===== src/rtl/vpn_xlate_pkg.sv =====
package vpn_xlate_pkg;

    typedef enum logic [0:0] {
        XL_IDLE = 1'b0,
        XL_WALK = 1'b1
    } xl_state_e;

endpackage


===== src/rtl/xl_match.sv =====
module xl_match #(
    parameter int N     = 4,
    parameter int VPN_W = 20,
    localparam int IDX_W = (N > 1) ? $clog2(N) : 1
) (
    input  logic [N-1:0]            valid,
    input  logic [N-1:0][VPN_W-1:0] tags,
    input  logic [VPN_W-1:0]        vpn,
    output logic [N-1:0]            hit_vec,
    output logic                    hit,
    output logic [IDX_W-1:0]        hit_idx
);

    // one comparator per entry
    for (genvar g = 0; g < N; g++) begin : g_cmp
        assign hit_vec[g] = valid[g] && (tags[g] == vpn);
    end

    assign hit = |hit_vec;

    always_comb begin
        hit_idx = '0;
        for (int i = 0; i < N; i++) begin
            if (hit_vec[i]) hit_idx = IDX_W'(i);
        end
    end

endmodule


===== src/rtl/xl_victim.sv =====
module xl_victim #(
    parameter int N = 4,
    localparam int IDX_W = (N > 1) ? $clog2(N) : 1
) (
    input  logic [N-1:0]     valid,
    input  logic [N-1:0]     used,
    output logic [IDX_W-1:0] victim,
    output logic             clear_used
);

    logic found;

    always_comb begin
        found      = 1'b0;
        victim     = '0;
        clear_used = 1'b0;
        // first choice: an empty slot, lowest index
        for (int i = 0; i < N; i++) begin
            if (!found && !valid[i]) begin
                victim = IDX_W'(i);
                found  = 1'b1;
            end
        end
        // second choice: a slot not touched since the last sweep
        for (int i = 0; i < N; i++) begin
            if (!found && !used[i]) begin
                victim = IDX_W'(i);
                found  = 1'b1;
            end
        end
        // all slots recently used: restart the sweep at slot 0
        if (!found) begin
            clear_used = 1'b1;
            victim     = '0;
        end
    end

endmodule


===== src/rtl/vpn_xlate.sv =====
module vpn_xlate
    import vpn_xlate_pkg::*;
#(
    parameter int VPN_W = 20,
    parameter int OFF_W = 12,
    parameter int PPN_W = 20,
    parameter int N     = 4,
    parameter int MA_W  = 32,
    localparam int VA_W  = VPN_W + OFF_W,
    localparam int PA_W  = PPN_W + OFF_W,
    localparam int PTE_W = PPN_W + 2
) (
    input  logic             clk,
    input  logic             rst_n,
    input  logic             req_valid,
    input  logic             req_write,
    input  logic [VA_W-1:0]  req_vaddr,
    output logic             resp_valid,
    output logic [PA_W-1:0]  resp_paddr,
    output logic             resp_dirty,
    output logic             fault,
    output logic             busy,
    input  logic             base_we,
    input  logic [MA_W-1:0]  base_wdata,
    input  logic             flush,
    output logic             mem_req,
    output logic [MA_W-1:0]  mem_addr,
    input  logic             mem_ack,
    input  logic [PTE_W-1:0] mem_rdata
);

    localparam int IDX_W = (N > 1) ? $clog2(N) : 1;
    localparam int PTE_V = PPN_W + 1;
    localparam int PTE_D = PPN_W;

    typedef struct packed {
        xl_state_e               state;
        logic [MA_W-1:0]         base;
        logic [N-1:0]            v;
        logic [N-1:0]            d;
        logic [N-1:0]            r;
        logic [N-1:0][VPN_W-1:0] tag;
        logic [N-1:0][PPN_W-1:0] ppn;
        logic [VPN_W-1:0]        wvpn;
        logic [OFF_W-1:0]        woff;
        logic                    wwr;
        logic                    mem_req;
        logic [MA_W-1:0]         mem_addr;
        logic                    busy;
        logic                    rvalid;
        logic [PA_W-1:0]         rpaddr;
        logic                    rdirty;
        logic                    fault;
    } st_t;

    st_t q, n;

    logic [VPN_W-1:0] in_vpn;
    logic [OFF_W-1:0] in_off;
    logic [N-1:0]     hit_vec;
    logic             hit;
    logic [IDX_W-1:0] hit_idx;
    logic [IDX_W-1:0] vic_idx;
    logic             vic_clear;
    logic [MA_W-1:0]  base_now;

    assign in_vpn   = req_vaddr[VA_W-1:OFF_W];
    assign in_off   = req_vaddr[OFF_W-1:0];
    assign base_now = q.base;

    xl_match #(.N(N), .VPN_W(VPN_W)) u_match (
        .valid   (q.v),
        .tags    (q.tag),
        .vpn     (in_vpn),
        .hit_vec (hit_vec),
        .hit     (hit),
        .hit_idx (hit_idx)
    );

    xl_victim #(.N(N)) u_victim (
        .valid      (q.v),
        .used       (q.r),
        .victim     (vic_idx),
        .clear_used (vic_clear)
    );

    always_comb begin
        n        = q;
        n.rvalid = 1'b0;
        n.fault  = 1'b0;

        if (base_we) n.base = base_wdata;
        if (flush)   n.v    = '0;

        unique case (q.state)
            XL_IDLE: begin
                if (req_valid && !flush) begin
                    if (hit) begin
                        n.r[hit_idx] = 1'b1;
                        if (req_write) n.d[hit_idx] = 1'b1;
                        n.rvalid = 1'b1;
                        n.rpaddr = {q.ppn[hit_idx], in_off};
                        n.rdirty = q.d[hit_idx] | req_write;
                    end else begin
                        n.state    = XL_WALK;
                        n.busy     = 1'b1;
                        n.mem_req  = 1'b1;
                        n.mem_addr = q.base + MA_W'(in_vpn);
                        n.wvpn     = in_vpn;
                        n.woff     = in_off;
                        n.wwr      = req_write;
                    end
                end
            end
            XL_WALK: begin
                if (mem_ack) begin
                    n.state   = XL_IDLE;
                    n.busy    = 1'b0;
                    n.mem_req = 1'b0;
                    if (mem_rdata[PTE_V]) begin
                        if (vic_clear) n.r = '0;
                        n.v[vic_idx]   = 1'b1;
                        n.r[vic_idx]   = 1'b1;
                        n.tag[vic_idx] = q.wvpn;
                        n.ppn[vic_idx] = mem_rdata[PPN_W-1:0];
                        n.d[vic_idx]   = mem_rdata[PTE_D] | q.wwr;
                        n.rvalid = 1'b1;
                        n.rpaddr = {mem_rdata[PPN_W-1:0], q.woff};
                        n.rdirty = mem_rdata[PTE_D] | q.wwr;
                    end else begin
                        n.fault = 1'b1;
                    end
                end
            end
            default: n.state = XL_IDLE;
        endcase
    end

    always_ff @(posedge clk or negedge rst_n) begin
        if (!rst_n) q <= '0;
        else        q <= n;
    end

    assign resp_valid = q.rvalid;
    assign resp_paddr = q.rpaddr;
    assign resp_dirty = q.rdirty;
    assign fault      = q.fault;
    assign busy       = q.busy;
    assign mem_req    = q.mem_req;
    assign mem_addr   = q.mem_addr;

endmodule


===== config.mk =====
export PLATFORM = sky130hd
export DESIGN_NAME = vpn_xlate
export DESIGN_NICKNAME = d
export VERILOG_FILES = /design/src/rtl/vpn_xlate_pkg.sv /design/src/rtl/xl_match.sv /design/src/rtl/xl_victim.sv /design/src/rtl/vpn_xlate.sv
export SDC_FILE = /design/constraint.sdc
export NUM_CORES = 1
export LEC_CHECK = 0
export ABC_AREA = 1
export BUFFER_PORTS_ARGS = -buffer_cell sky130_fd_sc_hd__buf_4
export CAP_MARGIN = 20
export CORE_MARGIN = 10
export CORE_UTILIZATION = 62
export DETAILED_ROUTE_END_ITERATION = 10
export PLACE_DENSITY = 0.83
export SYNTH_ARGS = -nofsm -noshare
export SYNTH_HDL_FRONTEND = slang
export SYNTH_SLANG_ARGS = --single-unit

===== constraint.sdc =====
create_clock -name clk -period 3.9 [get_ports clk]
set_input_delay 0.78 -clock clk [delete_from_list [all_inputs] [get_ports clk]]
set_output_delay 0.78 -clock clk [all_outputs]
set_load 0.05 [all_outputs]

==> results of run 1 <==
==> final timing paths <==
kind | start | to | slack [ns]
worst min register to register | q[148]$_DFFE_PN0P_ | q[148]$_DFFE_PN0P_ | 0.49
max in group asynchronous | rst_n | q[135]$_DFFE_PN0P_ | 2.67
worst max-delay path | req_vaddr[16] | resp_paddr[0]$_DFFE_PN0P_ | 1.04
min in group clk | mem_rdata[21] | fault$_DFF_PN0_ | 0.45
worst min-delay path | rst_n | q[253]$_DFFE_PN0P_ | 0.27
worst max register to register | q[203]$_DFFE_PN0P_ | resp_paddr[0]$_DFFE_PN0P_ | 1.10
==> placed cells by master, fill, tap and decap left out, types with 16 or more instances in the layout <==
cell type  Yosys  layout
nand2_1      691     691
dfrtp_1      306     306
o21ai_0      225     225
inv_1        219     219
nor2_1       209     208
buf_4         78     177
nand3_1       83      83
a21oi_1       66      66
o21ai_1       36      36
clkbuf_16      0      35
mux2_2        21      21
inv_2         20      20
ha_1          20      20
xnor2_1       17      17
xor2_1        16      16
==> through the flow <==
stage	hold slack (ns)	setup WS (ns)	power, W
final	0.272	1.04	0.0105
after detailed placement	0.473	0.590	0.00701
after global placement	0.466	0.668	0.00694
after CTS	0.300	1.11	0.0105
after global routing	0.311	0.860	0.0110
after floorplan	0.442	1.34	0.00633
==> power by group through the flow <==
stage                     sequential [W]  clock [W]  combinational, W
after global placement           0.00421          0           0.00273
after detailed placement         0.00421          0           0.00279
after global routing             0.00425    0.00367           0.00308
after CTS                        0.00418    0.00354           0.00281
final                            0.00419    0.00351           0.00280
after floorplan                  0.00411          0           0.00222
==> cell families after synthesis <==
group,after synthesis
flip-flops,306
buffers and inverters,381
AND/OR/NAND/NOR,1034
XOR/XNOR,33
multiplexers,21
AO/OA/AOI/OAI,348
adder cells (fa/ha/maj),21
==> critical path, stage by stage <==
cell,delay [ns]
buf_4,0.16
inv_2,0.10
nand2_1,0.10
nand2_1,0.06
nor2_1,0.24
nand2_1,0.09
nor2_1,0.17
nand3_2,0.16
inv_1,0.09
nor2_1,0.04
buf_4,0.22
nand2_1,0.09
nand2_1,0.09
nand2_2,0.34
buf_4,0.32
nor2_1,0.09
a21oi_1,0.14
==> metal layers <==
metal | GRT usage | wire length (um)
met2 | 0.445 | 21500
met4 | 0.0801 | 1060
met5 | 0 | 20
met3 | 0.0622 | 3910
met1 | 0.374 | 19900
==> cells in the mapped netlist <==
master,instances
nand3b_1,3
or2_1,1
nor4_1,2
or2_2,4
nor2_2,7
and2_1,1
o22ai_1,7
nor2_4,1
nand2_4,1
o21bai_1,3
inv_1,219
ha_1,20
buf_2,22
nand3_2,4
clkbuf_1,32
nor2_8,1
fa_1,1
dfrtp_1,306
nor3_1,8
a21o_1,5
buf_4,78
mux2_2,21
a21boi_0,1
a211oi_1,1
o211ai_1,1
o21ai_0,225
xor2_1,16
a22o_1,1
inv_2,20
nand4_1,14
a21oi_1,66
nand3_1,83
clkbuf_2,1
nand2_2,4
o21a_1,2
o21ai_1,36
xnor2_1,17
nor2_1,209
nand2_1,691
buf_6,9
==> area by class of cell <==
class,instances,share of cell area
multi-input combinational,1457,0.367
clock inverter,16,0.0131
clock buffer,44,0.0539
inverter,239,0.0489
sequential,306,0.417
timing repair buffer,182,0.0776
tap,335,0.0228
==> registers in the layout (all words and copies together) (netlist names) <==
signal,count
resp_dirty,1
q,206
mem_addr,32
base_now,32
resp_valid,1
resp_paddr,32
mem_req,1
fault,1
==> results.cfg, run 1 <==
[pwr]
p_sw_frac = 0.346
powerDensity_nw_per_um2 = 572
internal_power_w = 0.00687
irDropWorstVdd_mv = 0.454
leakage_nw = 9.41
pwr-share-clk = 0.334
netSwitchingPower_w = 0.00363
combPwrFrac = 0.267
power_frac_seq = 0.399

[clocking]
clk-insertion-delay-late_ns = 0.52
post-cts-setup-buffers = 0
cts_made_buffers = 34
h-tree-depth = 2
root_buffer = clkbuf_16
holdBufCountCts = 0
cts_buffer_depth = 3
post_cts_resized = 0
cts_sinks = 306
cts_tree = built
clk_pin_slew_ns = 0.06

[final_layout]
final_nets = 2334
final_util = 0.708
drive_gt1_frac = 0.136
area_growth_pct = 13.3
antennaDiodeCount = 0
multi_input_area_um2 = 6730
fillerInstances = 2094
finalNonFillerCells = 2579
register_area_um2 = 7660
postLayoutCellArea_um2 = 18400

[yosys]
synth_simple_gate_area_frac = 0.256
synthAdderAreaFrac = 0.0167
avgSynthCellArea_um2 = 7.56
yosys-top-cells-area = dfrtp_1, nand2_1, o21ai_0
synth_top_family_by_area = simple AND/OR/NAND/NOR gates
synth_fp_nets = 2258
synthMuxAreaShare = 0.0146
syn-instance-count = 2144
yosysTopAreaCell = dfrtp_1
synth_compound_area_frac = 0.110
ys_seq_area_frac = 0.473
synth_xor_area_frac = 0.0178
synth_seq_cells = 306
synth_top_area_frac = 0.473
synth_cell_types = 40
synth_area_um2 = 16200
ys_warn_count = 0

[routing]
num_vias = 14309
via_per_inst = 5.55
wl_per_cell_um = 18.0
wirelength_um = 46400
ant_nets = 0
drt-initial-drc-count = 1423
drc = 0
drt_pre_antenna_iters = 7

[job]
drv_cap = 0

[timing]
clock-skew-final_ns = 0.0204
max_slew_margin = 0.400
rsz0062_at_grt = false
setup_viol_count_final = 0
min_period_ns = 2.86
setup_tns_ns = 0
fmax_mhz = 350
hold_viol_final = 0
worstMarginPinSlew_ns = 0.899
period_share = 0.732
final_max_slew_viol_count = 0

[setup_path]
worstPathMaxFanout = 20
critPathRequiredTime_ns = 4.33
rr_worst_depth = 16
worstPathArrival_ns = 3.28
path_class = in2reg
critPathLaunchType = input port
critPathCaptureType = flip-flop

[floorplan]
die_area_um2 = 33000
pin_count = 162
rows = 59
die_h_um = 182
core_area_um2 = 25900
initial_utilization = 0.625
dieWidth_um = 182

[grt]
overflow = 0
grt_use_total = 0.279
grt_pass1_wl_um = 75600
grt_max_degree = 87
first_global_vias = 14308
antenna_found_initial = 1

[placed_design]
dp_hpwl_um = 33200
placed_area_um2 = 17100
dp.cells = 2519
io_buffers = 161
gp_congestion = 1.03

[min_path]
min_path_type = in2async

[status]
status = finished, final reports clean
(Power assumes the default switching activity.)
==> run 2: changes to the inputs <==
- ABC_AREA: 1 -> 0
- CORE_UTILIZATION: 62 -> 54
- PLACE_DENSITY: 0.83 -> 0.77
- clock period: 3.9 -> 2.4 ns (I/O delays scaled with it)
==> run 2 against run 1 <==
  * The run now ends with negative setup slack left
  * Wire length down 5.4%
  * Flip-flop and latch count is the same
  * Sequential share of layout area fell by 2.8 points
  * Clock power is 44% higher
  * Critical endpoint is now mem_addr[28]$_DFFE_PN0P_
  * Largest power group unchanged
==> results.cfg, run 2 <==
[yosys]
synth_cell_types = 59
syn-instance-count = 1514
synth-edff-count = 0
yosysMostFrequentCell = dfrtp_1
synthArstFlopShare = 1.00
ys_warn_count = 0
ys_seq_area_frac = 0.493
yosys-top-cells-area = dfrtp_1, mux2_2, nand2_1
synth_fp_nets = 1628
synth_flop_cell = dfrtp_1
synth_top_area_frac = 0.493
synth_area_um2 = 15500
avgSynthCellArea_um2 = 10.3
ys_top_cells_by_count = dfrtp_1, nand2_1, mux2_2
synth_seq_cells = 306
yosysTopAreaCell = dfrtp_1

[setup_path]
critPathRequiredTime_ns = 2.83
rr_worst_depth = 11
critPathCaptureType = flip-flop
critPathLaunchType = flip-flop
worstPathMaxFanout = 6
startpoint = base_now[0]$_DFFE_PN0P_
r2r-end = mem_addr[28]$_DFFE_PN0P_
r2r_setup_slack_ns = -0.14
reg2reg_from = base_now[0]$_DFFE_PN0P_
path_class = reg2reg
worstPathArrival_ns = 2.98

[timing]
hold_viol_final = 0
fmax_mhz = 393
fin_ws_ns = -0.143
max_slew_margin = 0.568
period_share = 1.06
setup_tns_ns = -0.599
clock-skew-final_ns = 0.0315
setup_viol_count_final = 9
min_period_ns = 2.54
rsz0062_at_grt = true
final_max_slew_viol_count = 0
worstMarginPinSlew_ns = 0.648

[floorplan]
die_area_um2 = 35900
core_area_um2 = 28500
pin_count = 162
rows = 62
die_h_um = 190
initial_utilization = 0.544
dieWidth_um = 190

[grt]
first_global_vias = 13039
antenna_found_initial = 1
grt_pass1_wl_um = 69500
grt_max_degree = 74
overflow = 0
grt_use_total = 0.237

[pwr]
combPwrFrac = 0.286
internal_power_w = 0.0108
total_power_w = 0.0164
pwr-share-clk = 0.307
netSwitchingPower_w = 0.00555
powerDensity_nw_per_um2 = 833
irDropWorstVdd_mv = 0.754
p_sw_frac = 0.339
power_frac_seq = 0.407
leakage_nw = 9.34

[clocking]
clk-insertion-delay-late_ns = 0.53
cts_tree = built
h-tree-depth = 2
root_buffer = clkbuf_16
cts_made_buffers = 35
cts_buffer_depth = 3
cts_sinks = 306
clk_pin_slew_ns = 0.06

[placed_design]
dp.cells = 2076
gp_congestion = 0.950
io_buffers = 161
dp_hpwl_um = 29800
place_ws_ns = -0.557

[final_layout]
mostFrequentLayoutCell = buf_4
drive_gt1_frac = 0.365
fillerInstances = 2063
antennaDiodeCount = 0
final_nets = 1857
final_util = 0.689
largest_register_ffs = 206
register_area_um2 = 7660
finalNonFillerCells = 2149
area_growth_pct = 26.8
multi_input_area_um2 = 7360
layout_common_cells = buf_4, dfrtp_1, nand2_1, mux2_2, nand3_1
regMostFlops = q

[min_path]
holdCritStartpoint = mem_rdata[21]
min_path_cells = 2
min_path_type = in2reg
min_to = fault$_DFF_PN0_

[job]
drv_cap = 0

[routing]
wirelength_um = 43900
drc = 0
drt_pre_antenna_iters = 5
ant_nets = 0
drt-initial-drc-count = 1128
via_per_inst = 5.77
num_vias = 12398
wl_per_cell_um = 20.4

[status]
status = finished with violations
violations = negative setup slack
## run 2: cell types whose count changed in the layout (fill, tap and decap cells not counted), sizes merged, moves of 26 or more
cell | before | now
nor2 | 218 | 28
o211ai | 1 | 36
nor4 | 2 | 28
xor2 | 16 | 73
inv | 241 | 29
a21oi | 66 | 40
o21ai | 261 | 67
mux2 | 21 | 156
buf | 182 | 353
nand2 | 696 | 291
## run 2: worst max path at each step
stage	endpoint	slack [ns]	depth (start not counted)
floorplan	mem_addr[26]$_DFFE_PN0P_	-0.26	11
global placement	mem_addr[26]$_DFFE_PN0P_	-0.46	11
detailed placement	mem_addr[30]$_DFFE_PN0P_	-0.56	11
CTS	mem_addr[30]$_DFFE_PN0P_	-0.13	11
global route	mem_addr[28]$_DFFE_PN0P_	-0.25	11
finish	mem_addr[28]$_DFFE_PN0P_	-0.14	11
## run 2: layer usage
layer	vias to the layer above	routed length [um]	global-route usage
li1	5641	-	-
met4	2	1430	0.0907
met1	6152	18300	0.303
met2	491	21100	0.391
met5	-	15	0
met3	112	3060	0.0465
## run 2: per-stage QoR
stage / hold slack (ns) / area [um2]
floorplan: 0.184 / 15700
global placement: 0.449 / 18000
detailed placement: 0.455 / 18000
CTS: 0.145 / 19200
global route: 0.169 / 19700
finish: 0.168 / 19700
## run 2: logic make-up after synthesis
family / share of synthesized area
AND/OR/NAND/NOR: 0.153
flip-flops: 0.493
AO/OA/AOI/OAI: 0.0927
buffers and inverters: 0.0696
multiplexers: 0.118
XOR/XNOR: 0.0567
adder cells (fa/ha/maj): 0.0174
## run 2: power groups by stage
stage               Sequential (W)  Clock, W  Combinational (W)
global route               0.00677   0.00533            0.00504
detailed placement         0.00671         0            0.00447
CTS                        0.00665   0.00512            0.00454
floorplan                  0.00655         0            0.00326
finish                     0.00668   0.00504            0.00468
global placement           0.00667         0            0.00437
## run 2: layout make-up
| class | count | share of cell area |
|---|---|---|
| flip-flops and latches | 306 | 0.389 |
| multi-input cells | 1017 | 0.374 |
| repair buffers | 354 | 0.151 |
| clock buffers | 52 | 0.0519 |
| well taps | 384 | 0.0244 |
| inverters | 29 | 0.00591 |
| clock inverters | 7 | 0.00280 |
## run 2: critical path, cell delays in order (launching register included)
cell and delay [ns]:
dfrtp_1 0.39, ha_4 0.16, inv_2 0.03, fa_2 0.34, nor2b_2 0.14, o31a_1 0.21
o31ai_4 0.10, a211oi_4 0.22, buf_6 0.15, nor3_4 0.05, or4_1 0.51, a31oi_1 0.15
## run 2: what timing repair did
| item | 4_1_cts | 5_1_grt |
|---|---|---|
| setup endpoints to repair | 52 | 118 |
| hold buffers | 1 | 0 |
| cloned | 1 | 1 |
| gates resized for setup | 20 | 88 |
| pin swaps | 13 | 30 |
| hold endpoints to repair | 63 | 0 |
| setup buffers | 5 | 7 |
